**src/rtl/icp_pkg.sv**
```systemverilog
package icp_pkg;
    typedef enum logic [2:0] {
        CMP_RSV0 = 3'd0,
        CMP_LT   = 3'd1,
        CMP_EQ   = 3'd2,
        CMP_LE   = 3'd3,
        CMP_GT   = 3'd4,
        CMP_NE   = 3'd5,
        CMP_GE   = 3'd6,
        CMP_RSV7 = 3'd7
    } cmp_op_e;

    typedef enum logic [1:0] {
        LOP_AND = 2'd0,
        LOP_OR  = 2'd1,
        LOP_XOR = 2'd2,
        LOP_RSV = 2'd3
    } lop_e;

    typedef enum logic {
        MODE_PRED = 1'b0,
        MODE_SEL  = 1'b1
    } mode_e;
endpackage

```
**src/rtl/icp_compare.sv**
```systemverilog
module icp_compare
    import icp_pkg::*;
#(
    parameter int W = 32
) (
    input  logic [W-1:0] lhs,
    input  logic [W-1:0] rhs,
    input  logic         is_signed,
    input  cmp_op_e      op,
    output logic         hit,
    output logic         bad_op
);
    logic less;
    logic same;

    always_comb begin
        same = (lhs == rhs);
        if (is_signed) less = ($signed(lhs) < $signed(rhs));
        else           less = (lhs < rhs);
    end

    always_comb begin
        hit    = 1'b0;
        bad_op = 1'b0;
        unique case (op)
            CMP_LT:  hit = less;
            CMP_EQ:  hit = same;
            CMP_LE:  hit = less | same;
            CMP_GT:  hit = ~(less | same);
            CMP_NE:  hit = ~same;
            CMP_GE:  hit = ~less;
            default: bad_op = 1'b1;
        endcase
    end

    // Strict relations never hold on equal operands
    always_comb begin
        if ((op == CMP_LT || op == CMP_GT) && hit)
            assert_strict_not_equal_R1: assert (lhs != rhs);
        if (bad_op)
            assert_bad_no_hit_R5: assert (!hit);
    end
endmodule

```
**src/rtl/icp_combine.sv**
```systemverilog
module icp_combine
    import icp_pkg::*;
(
    input  logic cmp_hit,
    input  logic pred_in,
    input  lop_e lop,
    output logic p_true,
    output logic p_false,
    output logic bad_lop
);
    always_comb begin
        p_true  = 1'b0;
        p_false = 1'b0;
        bad_lop = 1'b0;
        unique case (lop)
            LOP_AND: begin
                p_true  = cmp_hit & pred_in;
                p_false = ~cmp_hit & pred_in;
            end
            LOP_OR: begin
                p_true  = cmp_hit | pred_in;
                p_false = ~cmp_hit | pred_in;
            end
            LOP_XOR: begin
                p_true  = cmp_hit ^ pred_in;
                p_false = ~cmp_hit ^ pred_in;
            end
            default: bad_lop = 1'b1;
        endcase
    end

    always_comb begin
        if (lop == LOP_XOR)
            assert_xor_pair_differs_R4: assert (p_true != p_false);
        if (lop == LOP_OR && pred_in)
            assert_or_pair_high_R3: assert (p_true && p_false);
        if (lop == LOP_AND && !pred_in)
            assert_and_pair_low_R3: assert (!p_true && !p_false);
    end
endmodule

```
**src/rtl/icp_unit.sv**
```systemverilog
module icp_unit
    import icp_pkg::*;
#(
    parameter int W = 32
) (
    input  logic         mode_sel,
    input  logic [2:0]   cmp_code,
    input  logic         is_signed,
    input  logic [1:0]   logic_code,
    input  logic         pred_in,
    input  logic [W-1:0] src_a,
    input  logic [W-1:0] src_b,
    input  logic [W-1:0] src_c,
    output logic         pred_out0,
    output logic         pred_out1,
    output logic [W-1:0] sel_out,
    output logic         invalid
);
    localparam logic [W-1:0] ZERO = '0;

    mode_e   mode;
    cmp_op_e op;
    lop_e    lop;
    logic    pair_hit, pair_bad;
    logic    zero_hit, zero_bad;
    logic    mrg_true, mrg_false, mrg_bad;

    assign mode = mode_e'(mode_sel);
    assign op   = cmp_op_e'(cmp_code);
    assign lop  = lop_e'(logic_code);

    icp_compare #(.W(W)) u_pair_cmp (
        .lhs(src_a), .rhs(src_b), .is_signed(is_signed), .op(op),
        .hit(pair_hit), .bad_op(pair_bad)
    );

    icp_compare #(.W(W)) u_zero_cmp (
        .lhs(src_c), .rhs(ZERO), .is_signed(is_signed), .op(op),
        .hit(zero_hit), .bad_op(zero_bad)
    );

    icp_combine u_merge (
        .cmp_hit(pair_hit), .pred_in(pred_in), .lop(lop),
        .p_true(mrg_true), .p_false(mrg_false), .bad_lop(mrg_bad)
    );

    always_comb begin
        pred_out0 = 1'b0;
        pred_out1 = 1'b0;
        sel_out   = '0;
        invalid   = 1'b0;
        unique case (mode)
            MODE_PRED: begin
                invalid = pair_bad | mrg_bad;
                if (!(pair_bad | mrg_bad)) begin
                    pred_out0 = mrg_true;
                    pred_out1 = mrg_false;
                end
            end
            MODE_SEL: begin
                invalid = zero_bad;
                sel_out = zero_hit ? src_a : src_b;
            end
            default: invalid = 1'b1;
        endcase
    end

    always_comb begin
        if (mode == MODE_SEL)
            assert_sel_preds_low_R7: assert (!pred_out0 && !pred_out1);
        if (mode == MODE_PRED)
            assert_pred_sel_zero_R9: assert (sel_out == ZERO);
        if (invalid)
            assert_invalid_preds_low_R5: assert (!pred_out0 && !pred_out1);
        if (mode == MODE_SEL && zero_bad)
            assert_sel_invalid_second_R10: assert (sel_out == src_b);
    end
endmodule

```
**config.mk**
```make
export PLATFORM = sky130hd
export DESIGN_NAME = icp_unit
export DESIGN_NICKNAME = d
export VERILOG_FILES = /design/src/rtl/icp_pkg.sv /design/src/rtl/icp_compare.sv /design/src/rtl/icp_combine.sv /design/src/rtl/icp_unit.sv
export SDC_FILE = /design/constraint.sdc
export NUM_CORES = 1
export LEC_CHECK = 0
export ABC_AREA = 1
export CAP_MARGIN = 20
export CORE_ASPECT_RATIO = 2
export CORE_MARGIN = 2
export CORE_UTILIZATION = 34
export DETAILED_ROUTE_END_ITERATION = 10
export DONT_BUFFER_PORTS = 1
export GPL_ROUTABILITY_DRIVEN = 0
export PLACE_DENSITY = 0.53
export SETUP_SLACK_MARGIN = 0.4
export SYNTH_ARGS = -nofsm -noshare
export SYNTH_HDL_FRONTEND = slang
export SYNTH_HIERARCHICAL = 1
export SYNTH_SLANG_ARGS = --single-unit
```
**constraint.sdc**
```tcl
create_clock -name vclk -period 2.1
set_input_delay 0.105 -clock vclk [all_inputs]
set_output_delay 0.105 -clock vclk [all_outputs]
set_load 0.02 [all_outputs]
```
# Word level (Yosys, flattened, before mapping)
# Cells that the tools add are included.
[word_totals]
ff_bits = 0
word_cells = 49
[classes]
order_cmp = 4
eq_ne = 9
mux = 15
n_reduce_logical = 4
bitwise_logic = 17
[op_table]
columns = ["operator", "n"]
rows = [
  ["< comparator 32 x 1 -> 1 bit, second input constant", 2],
  ["< comparator 32 bit", 2],
  ["2-to-1 mux 32 bit", 2],
  ["equality test 32 bit", 1],
  ["logical NOT 32 bit", 1],
  ["one-hot mux 1 bit (6 select lines)", 2],
  ["equality test 3 bit, second input constant", 3],
  ["2-to-1 mux 1 bit", 8],
  ["inverter 1 bit", 8],
  ["equality test 3 x 2 -> 1 bit, second input constant", 2],
  ["one-hot mux 1 bit (3 select lines)", 2],
  ["OR reduction 6 bit", 1],
  ["OR 1 bit", 5],
  ["equality test 3 x 1 -> 1 bit, second input constant", 1],
  ["OR reduction 3 bit", 1],
  ["bitwise AND 1 bit", 2],
  ["equality test 2 x 1 -> 1 bit, second input constant", 1],
  ["equality test 2 bit, second input constant", 1],
  ["logical NOT 2 bit", 1],
  ["one-hot mux 1 bit (2 select lines)", 1],
  ["bitwise XOR 1 bit", 2],
]

# Logic depth before layout (Yosys ltp)
# Gate-level depths: netlist (run 1).
[depth]
depth_word = 10
depth_mapped = 25

# Hierarchy
# Netlist (run 1), hierarchy kept.
[by_module_without_submodules]
columns = ["module", "cells_per_inst", "area_per_inst_um2", "seq_area_each_um2", "instances"]
rows = [
  ["icp_compare", 170, 1034.7, 0.0, 2],
  ["icp_unit", 181, 735.7, 0.0, 1],
  ["icp_combine", 20, 122.6, 0.0, 1],
]

# Worst setup path after synthesis (run 1)
# No wires, ideal clock.
[synth_timing]
path_type = "input to output"
from = "input src_b[31]"
to = "output pred_out1"
required_time_ps = 1995
n_path_buf = 0
t_arrival_ps = 2132
stages = 17
setup_slack_ps = -137
path_cell_list = "inv_1 > ha_1 > a21oi_1 > o21a_1 > nand2_1 > nor2_2 > nand3_2 > a21oi_2 > nor2_1 > nand2_1 > inv_1 > ha_1 > inv_1 > nand3_1 > nand3_1 > inv_1 > nor2_1"
[synth_via]
elab_chain_len = 10
[synth_rtl]
columns = ["element", "line", "rtl"]
rows = [
  ["start: declaration", "icp_unit.sv:12", "input logic [W-1:0] src_b,"],
  ["< comparator 32 bit, on equally long branches", "icp_compare.sv:19, icp_compare.sv:18", ""],
  ["2-to-1 mux 1 bit", "icp_compare.sv:18", "if (is_signed) less = ($signed(lhs) < $signed(rhs));"],
  ["OR 1 bit", "icp_compare.sv:28, icp_compare.sv:29", ""],
  ["inverter 1 bit", "icp_compare.sv:29", "CMP_GT: hit = ~(less | same);"],
  ["one-hot mux 1 bit (6 select lines) *", "icp_compare.sv:25", "unique case (op)"],
  ["net pair_hit", "icp_unit.sv:24", "logic pair_hit, pair_bad;"],
  ["inverter 1 bit *", "icp_combine.sv:18, icp_combine.sv:22, icp_combine.sv:26", ""],
  ["bitwise XOR 1 bit, or another cell as far along", "icp_combine.sv:26", "p_false = ~cmp_hit ^ pred_in;"],
  ["one-hot mux 1 bit (3 select lines) *", "icp_combine.sv:15", "unique case (lop)"],
  ["net mrg_false", "icp_unit.sv:26", "logic mrg_true, mrg_false, mrg_bad;"],
  ["2-to-1 mux 1 bit *", "icp_unit.sv:55", "if (!(pair_bad | mrg_bad)) begin"],
  ["2-to-1 mux 1 bit *", "icp_unit.sv:52", "unique case (mode)"],
  ["end: declaration", "icp_unit.sv:15", "output logic pred_out1,"],
]
# The timed path passes the listed nets; every way through them passes the cells marked *.

# Final worst setup path (run 1)
[layout_timing]
from = "input src_b[23]"
to = "output pred_out1"
# Same word-level chain as after synthesis.

==> results of run 1 <==
-- report_power, final --
part	switching, mW	leakage [nW]	internal (mW)
Combinational	0.914	2.38	0.789
Sequential	0	0	0
Clock	0	0	0
Total	0.914	2.38	0.789
-- cell type report --
type | count | area [µm²] | area share
inverter | 133 | 524 | 0.103
tap | 98 | 123 | 0.0241
timing repair buffer | 28 | 444 | 0.0872
multi-input combinational | 428 | 4000 | 0.786
-- metal layers --
metal / global-route usage / routed length (µm) / up-vias
li1: - / - / 1692
met5: 0 / 0 / -
met3: 0.0320 / 514 / 4
met2: 0.404 / 5610 / 84
met1: 0.170 / 2760 / 1515
met4: 0.0171 / 49 / 0
-- cells by family (layout without fill, tap and decap cells) --
group           count (synthesis)  after routing  share of synthesized area
fa+ha+maj                      68             68                      0.291
other cells                     1             32                    0.00128
compound gates                 43             43                     0.0863
buf+inv                       144            161                      0.203
simple gates                  285            285                      0.418
-- through the flow --
| stage | std cells | utilization | area [µm²] | hold WS (ns) |
|---|---|---|---|---|
| floorplan | 572 | - | 3960 | 0.362 |
| global placement | 670 | 0.494 | 4100 | 0.328 |
| detailed placement | 670 | 0.494 | 4100 | 0.331 |
| CTS | 684 | 0.583 | 4840 | 0.299 |
| global route | 687 | 0.614 | 5090 | 0.305 |
| finish | 687 | 0.614 | 5090 | 0.303 |
-- worst max-delay path, stage by stage --
cell,delay [ns]
sky130_fd_sc_hd__inv_4,0.02
sky130_fd_sc_hd__ha_4,0.26
sky130_fd_sc_hd__nand2_2,0.06
sky130_fd_sc_hd__nor2_2,0.11
sky130_fd_sc_hd__nand4_2,0.11
sky130_fd_sc_hd__nor2_4,0.15
sky130_fd_sc_hd__nand2_2,0.10
sky130_fd_sc_hd__nand3_1,0.10
sky130_fd_sc_hd__o31ai_2,0.07
sky130_fd_sc_hd__inv_1,0.05
sky130_fd_sc_hd__nand2_1,0.04
sky130_fd_sc_hd__nor2_1,0.10
sky130_fd_sc_hd__nand2_2,0.09
sky130_fd_sc_hd__buf_6,0.12
sky130_fd_sc_hd__ha_4,0.14
sky130_fd_sc_hd__nand3b_1,0.15
sky130_fd_sc_hd__nand3_1,0.10
sky130_fd_sc_hd__inv_2,0.05
sky130_fd_sc_hd__nor2_4,0.14
-- layout by cell type (no fill, tap or decap), drive strengths merged --
cell | Yosys | final
nand2 | 159 | 159
inv | 133 | 133
nor2 | 102 | 102
ha | 68 | 68
conb | 1 | 32
a21oi | 30 | 30
buf | 11 | 27
nand3 | 14 | 14
nand4 | 6 | 6
o21ai | 5 | 5
o21a | 4 | 4
nand3b | 2 | 2
a21o | 2 | 2
o31ai | 2 | 2
nor3 | 2 | 2
clkbuf | 0 | 1
-- how the worst max path moves through the flow --
stage,from,endpoint,cells past startpoint
2_1_floorplan,src_b[21],pred_out1,19
5_1_grt,src_b[7],pred_out1,21
3_5_place_dp,src_b[12],pred_out1,19
4_1_cts,src_b[4],pred_out1,21
6_report,src_b[23],pred_out1,19
3_3_place_gp,src_b[14],pred_out1,21
-- repair_timing --
action / CTS / global route
endpoints found under the setup margin: 34 / 34
setup buffers: 8 / 2
pin swaps: 101 / 66
resized for setup: 120 / 47
cloned: 6 / 1
==> impl_table.tex, run 1 <==
\begin{tabular}{lr}
\hline
Metric & Value \\
\hline
\multicolumn{2}{l}{\textbf{Final layout}} \\
FF+latch area & 0 µm² \\
ANT cells & 0 \\
Layout net count & 763 \\
Seq\_cells & 0 \\
Synth-to-layout area growth & 73.9\% \\
Layout fillers & 738 \\
Share of cells above drive strength 1 & 0.509 \\
Count of clock buffers in the final design & 0 \\
\multicolumn{2}{l}{\textbf{Floorplanning}} \\
Die X & 69.6 µm \\
Starting Density & 0.353 \\
IO Pins & 139 \\
Area of the core & 0.00829 mm² \\
Die outline area & 0.00941 mm² \\
Row cnt & 47 \\
Die height & 135 µm \\
\multicolumn{2}{l}{\textbf{Synth}} \\
Syn\_area\_per\_cell & 5.41 µm² \\
Synth unique cells & 24 \\
Cell taking the most area after synthesis & sky130\_fd\_sc\_hd\_\_ha\_1 \\
Share of the synthesized area in the top cell type & 0.291 \\
Post-synthesis cell count & 541 \\
Cell types occupying the most area after synthesis & sky130\_fd\_sc\_hd\_\_ha\_1 29\%, sky130\_fd\_sc\_hd\_\_nand2\_1 19\%, sky130\_fd\_sc\_hd\_\_inv\_1 17\%, sky130\_fd\_sc\_hd\_\_nor2\_1 12\%, sky130\_fd\_sc\_hd\_\_a21oi\_1 4.8\% \\
Area of the mapped netlist & 0.00293 mm² \\
Count leader, synth & sky130\_fd\_sc\_hd\_\_nand2\_1 \\
Top cells by instance count after synthesis & 147 x sky130\_fd\_sc\_hd\_\_nand2\_1, 133 x sky130\_fd\_sc\_hd\_\_inv\_1, 94 x sky130\_fd\_sc\_hd\_\_nor2\_1, 68 x sky130\_fd\_sc\_hd\_\_ha\_1, 28 x sky130\_fd\_sc\_hd\_\_a21oi\_1 \\
Proportion of synthesized chip area in sequential cells & 0 \\
Yosys synthesis warning count & 6 \\
\multicolumn{2}{l}{\textbf{Global route}} \\
Via count of the first global-routing pass & 3454 \\
Overflow left after global routing & 0 \\
Pin count of the biggest net entering global routing & 36 \\
Initial antenna violation count & 0 \\
Total routing resource utilization after global routing & 0.182 \\
Global-route wire length before repair & 14.6 mm \\
\multicolumn{2}{l}{\textbf{Power and ir drop}} \\
Max IR drop VDD & between 0.00015 and 0.0002 V \\
Total leakage power & 2.38 nW \\
Power density relative to cell area & 335 mW/mm² \\
Total power draw & 1.70 mW \\
\multicolumn{2}{l}{\textbf{Placement}} \\
Number of I/O port buffers & 0 \\
Final HPWL DP & $\sim$7.0 mm \\
Worst slack after detailed placement & -0.177 ns \\
\multicolumn{2}{l}{\textbf{Min path}} \\
Destination of the worst hold path & sel\_out[7] \\
Min-delay worst type & in2out \\
Origin of the worst min-delay path & mode\_sel \\
Worst hold stages & 2 \\
\multicolumn{2}{l}{\textbf{STA}} \\
Final critical delay including setup and external delays & 2.17 ns \\
Endpoints failing setup & 28 \\
Maximum operating frequency & 0.461 GHz \\
Measured slew at the worst slew-check pin & 0.697 ns \\
Min setup slack post-route & -0.0684 ns \\
Share of the clock period used by the worst path after layout & 1.03 \\
Final Max Slew Viols & 0 \\
Final sum of negative setup slack & -0.502 ns \\
Hold Vio Cnt, Final & 0 \\
Unrepaired setup endpoints after global routing & yes \\
Rel. slew slack & 0.531 \\
\multicolumn{2}{l}{\textbf{Route}} \\
Wire length reported by the detailed router & 8.94 mm \\
Remaining antenna violation count after routing & 0 \\
1st-iter DRT viols & 53 \\
DRC violations left & 0 \\
Vias & 3295 \\
Initial DRT Pass Iterations & 4 \\
Vias per std cell & $\sim$4.8 \\
Detail-routed net length per standard cell & 13.0 µm \\
\multicolumn{2}{l}{\textbf{CTS}} \\
Post-cts hold buffer count & 0 \\
\multicolumn{2}{l}{\textbf{Status}} \\
Violated checks & negative setup slack \\
Status & finished, violations left \\
\multicolumn{2}{l}{\textbf{Worst setup path}} \\
CP arrival & 2.06 ns \\
Kind of start point of the critical path & primary input \\
CP Capture Type & output pin \\
Critical path class & in2out \\
Largest fanout on the critical path & 4 \\
Endpoint required time on the critical path & roughly 2.0 ns \\
\multicolumn{2}{l}{\textbf{Flow run}} \\
Max-cap violations & 0 \\
\hline
\end{tabular}
No activity file was read; power rests on OpenSTA's default activity.
==> run 2: changes to the inputs <==
- PLACE_DENSITY: 0.53 -> 0.51
- clock period: 2.1 -> 2.46 ns (I/O delays scaled with it)
==> impl_table.tex, run 2 (synthesis gave the netlist of run 1 again) <==
\begin{tabular}{lr}
\hline
Metric & Value \\
\hline
\multicolumn{2}{l}{\textbf{Worst setup path}} \\
CP Capture Type & output pin \\
Endpoint required time on the critical path & 2.34 ns (+0.34 ns) \\
CP max-delay cell & sky130\_fd\_sc\_hd\_\_ha\_4 \\
CP Cell Sequence & inv\_1 > ha\_4 > nand2\_2 > nor2\_4 > nand2\_4 > nor2\_4 > nand2\_4 > nand2\_4 > nand2\_4 > a21oi\_2 > nor2\_1 > nand2\_2 > inv\_2 > ha\_4 > nand3\_2 > nand3\_2 > inv\_2 > nor2\_4 \\
Kind of start point of the critical path & primary input \\
Worst path most repeated cell & sky130\_fd\_sc\_hd\_\_nand2\_4 \\
Worst stage delay on the critical path & 0.27 ns (about the same) \\
Largest fanout on the critical path & 4 (unchanged) \\
CP arrival & 2.08 ns (+0.02 ns) \\
Critical path class & in2out \\
\multicolumn{2}{l}{\textbf{Route}} \\
1st-iter DRT viols & 43 (-19\%) \\
Vias per std cell & 4.75 (-1.0\%) \\
Detail-routed net length per standard cell & 12.9 µm (-1.1\%) \\
DRC violations left & 0 (unchanged) \\
Initial DRT Pass Iterations & 4 (unchanged) \\
Remaining antenna violation count after routing & 0 (unchanged) \\
Vias & 3242 (-1.6\%) \\
Wire length reported by the detailed router & 8.78 mm (-1.7\%) \\
\multicolumn{2}{l}{\textbf{Global route}} \\
Pin count of the biggest net entering global routing & 36 (unchanged) \\
Overflow left after global routing & 0 (unchanged) \\
Total routing resource utilization after global routing & 0.171 (-0.0110) \\
Global-route wire length before repair & 13.8 mm (-5.7\%) \\
Via count of the first global-routing pass & 3236 (-6.3\%) \\
Initial antenna violation count & 0 (unchanged) \\
\multicolumn{2}{l}{\textbf{Floorplanning}} \\
Die height & 135 µm (unchanged) \\
Die X & 69.6 µm (unchanged) \\
IO Pins & 139 (unchanged) \\
Die outline area & 0.00941 mm² (unchanged) \\
Starting Density & 0.353 (unchanged) \\
Area of the core & 0.00829 mm² (unchanged) \\
Row cnt & 47 (unchanged) \\
\multicolumn{2}{l}{\textbf{Final layout}} \\
End-of-flow core utilization & 0.591 (-0.0229) \\
Share of cells above drive strength 1 & 0.450 (-0.0598) \\
Seq\_cells & 0 (unchanged) \\
Layout fillers & 743 (+0.68\%) \\
Layout net count & 759 (-0.52\%) \\
Count of clock buffers in the final design & 0 (unchanged) \\
Synth-to-layout area growth & 67.4\% \\
Leading cell type in the layout, fill and taps excluded & sky130\_fd\_sc\_hd\_\_inv\_1 \\
ANT cells & 0 (unchanged) \\
FF+latch area & 0 µm² (unchanged) \\
Most used cells in the layout excluding fill and tap cells & 108 x sky130\_fd\_sc\_hd\_\_inv\_1, 97 x sky130\_fd\_sc\_hd\_\_nand2\_1, 68 x sky130\_fd\_sc\_hd\_\_nor2\_4 \\
\multicolumn{2}{l}{\textbf{STA}} \\
Measured slew at the worst slew-check pin & 0.621 ns (-0.0761 ns) \\
Rel. slew slack & 0.582 (+0.0513) \\
Final critical delay including setup and external delays & roughly 2.2 ns \\
Share of the clock period used by the worst path after layout & 0.894 \\
Unrepaired setup endpoints after global routing & yes \\
Min setup slack post-route & 0.261 ns (+0.330 ns) \\
Final Max Slew Viols & 0 (unchanged) \\
Hold Vio Cnt, Final & 0 (unchanged) \\
Endpoints failing setup & 0 (-100\%) \\
Maximum operating frequency & 0.455 GHz \\
Final sum of negative setup slack & 0 ns (+0.502 ns) \\
\multicolumn{2}{l}{\textbf{Power and ir drop}} \\
Seq pwr share & 0 (unchanged) \\
Part of the total power dissipated in the clock network & 0 (unchanged) \\
Power density relative to cell area & 276 mW/mm² (-17\%) \\
Switching Fraction & 0.539 (+0.00244) \\
Design internal power & 0.624 mW (-21\%) \\
Switching power summed over all nets & 0.729 mW (-20\%) \\
Total leakage power & 2.28 nW (-4.2\%) \\
Max IR drop VDD & 0.000123 V (-26\%) \\
Total power draw & 1.35 mW (-21\%) \\
Combinational share of power & 1.000 (about the same) \\
\multicolumn{2}{l}{\textbf{Placement}} \\
Worst slack after detailed placement & 0.113 ns (+0.290 ns) \\
Number of I/O port buffers & 0 (unchanged) \\
Final HPWL DP & 6.29 mm (-11\%) \\
\multicolumn{2}{l}{\textbf{Min path}} \\
Min-delay worst type & in2out \\
Origin of the worst min-delay path & mode\_sel \\
Destination of the worst hold path & sel\_out[2] \\
Worst hold stages & 2 (unchanged) \\
\multicolumn{2}{l}{\textbf{CTS}} \\
Post-cts hold buffer count & 0 (unchanged) \\
\multicolumn{2}{l}{\textbf{Flow run}} \\
Max-cap violations & 0 (unchanged) \\
\multicolumn{2}{l}{\textbf{Status}} \\
Status & completed \\
\hline
\end{tabular}
-- run 2: stage by stage --
stage | area [µm²] | cells | hold slack (ns)
after detailed placement | 3150 | 663 | 0.382
after global placement | 3150 | 663 | 0.382
after floorplan | 3080 | 572 | 0.417
final | 4900 | 683 | 0.344
after global routing | 4900 | 683 | 0.346
after CTS | 4450 | 678 | 0.357
-- run 2: cell type report --
type | instances | area [µm²] | share of cell area
inverters | 133 | 522 | 0.106
well taps | 98 | 123 | 0.0250
multi-input cells | 428 | 3860 | 0.787
repair buffers | 24 | 398 | 0.0812
-- run 2: worst max path at each step --
stage / slack, ns / start / end / cells past startpoint
floorplan: 0.34 / src_b[21] / pred_out1 / 19
global placement: 0.13 / src_b[5] / pred_out1 / 20
detailed placement: 0.11 / src_c[31] / sel_out[7] / 16
CTS: 0.25 / src_b[23] / pred_out1 / 20
global route: 0.11 / src_b[25] / pred_out0 / 18
finish: 0.26 / src_b[25] / pred_out0 / 18
-- run 2: routing by layer --
metal | share of wire | wire (µm) | global-route usage | vias up
met1 | 0.32 | 2780 | 0.157 | 1453
met4 | 0.015 | 136 | 0.0214 | 0
met3 | 0.062 | 546 | 0.0268 | 10
li1 | - | - | - | 1687
met5 | 0 | 0 | 0 | -
met2 | 0.61 | 5320 | 0.383 | 92
-- run 2: worst max-delay path: cells and delay by family --
family          cells  cell delay [ns]
fa+ha+maj           2             0.54
simple gates       12             1.12
compound gates      1             0.14
buf+inv             3             0.14
-- run 2: power groups by stage --
stage	Clock [mW]	Combinational [mW]	Sequential [mW]
floorplan	0	0.608	0
global placement	0	0.666	0
detailed placement	0	0.680	0
CTS	0	1.25	0
global route	0	1.48	0
finish	0	1.35	0
-- run 2: repair_timing --
action,CTS,global route
setup endpoints to repair,34,34
cloned,7,0
setup buffers,8,5
endpoints found under the hold margin,0,0
pin swaps,100,97
gates resized for setup,229,88
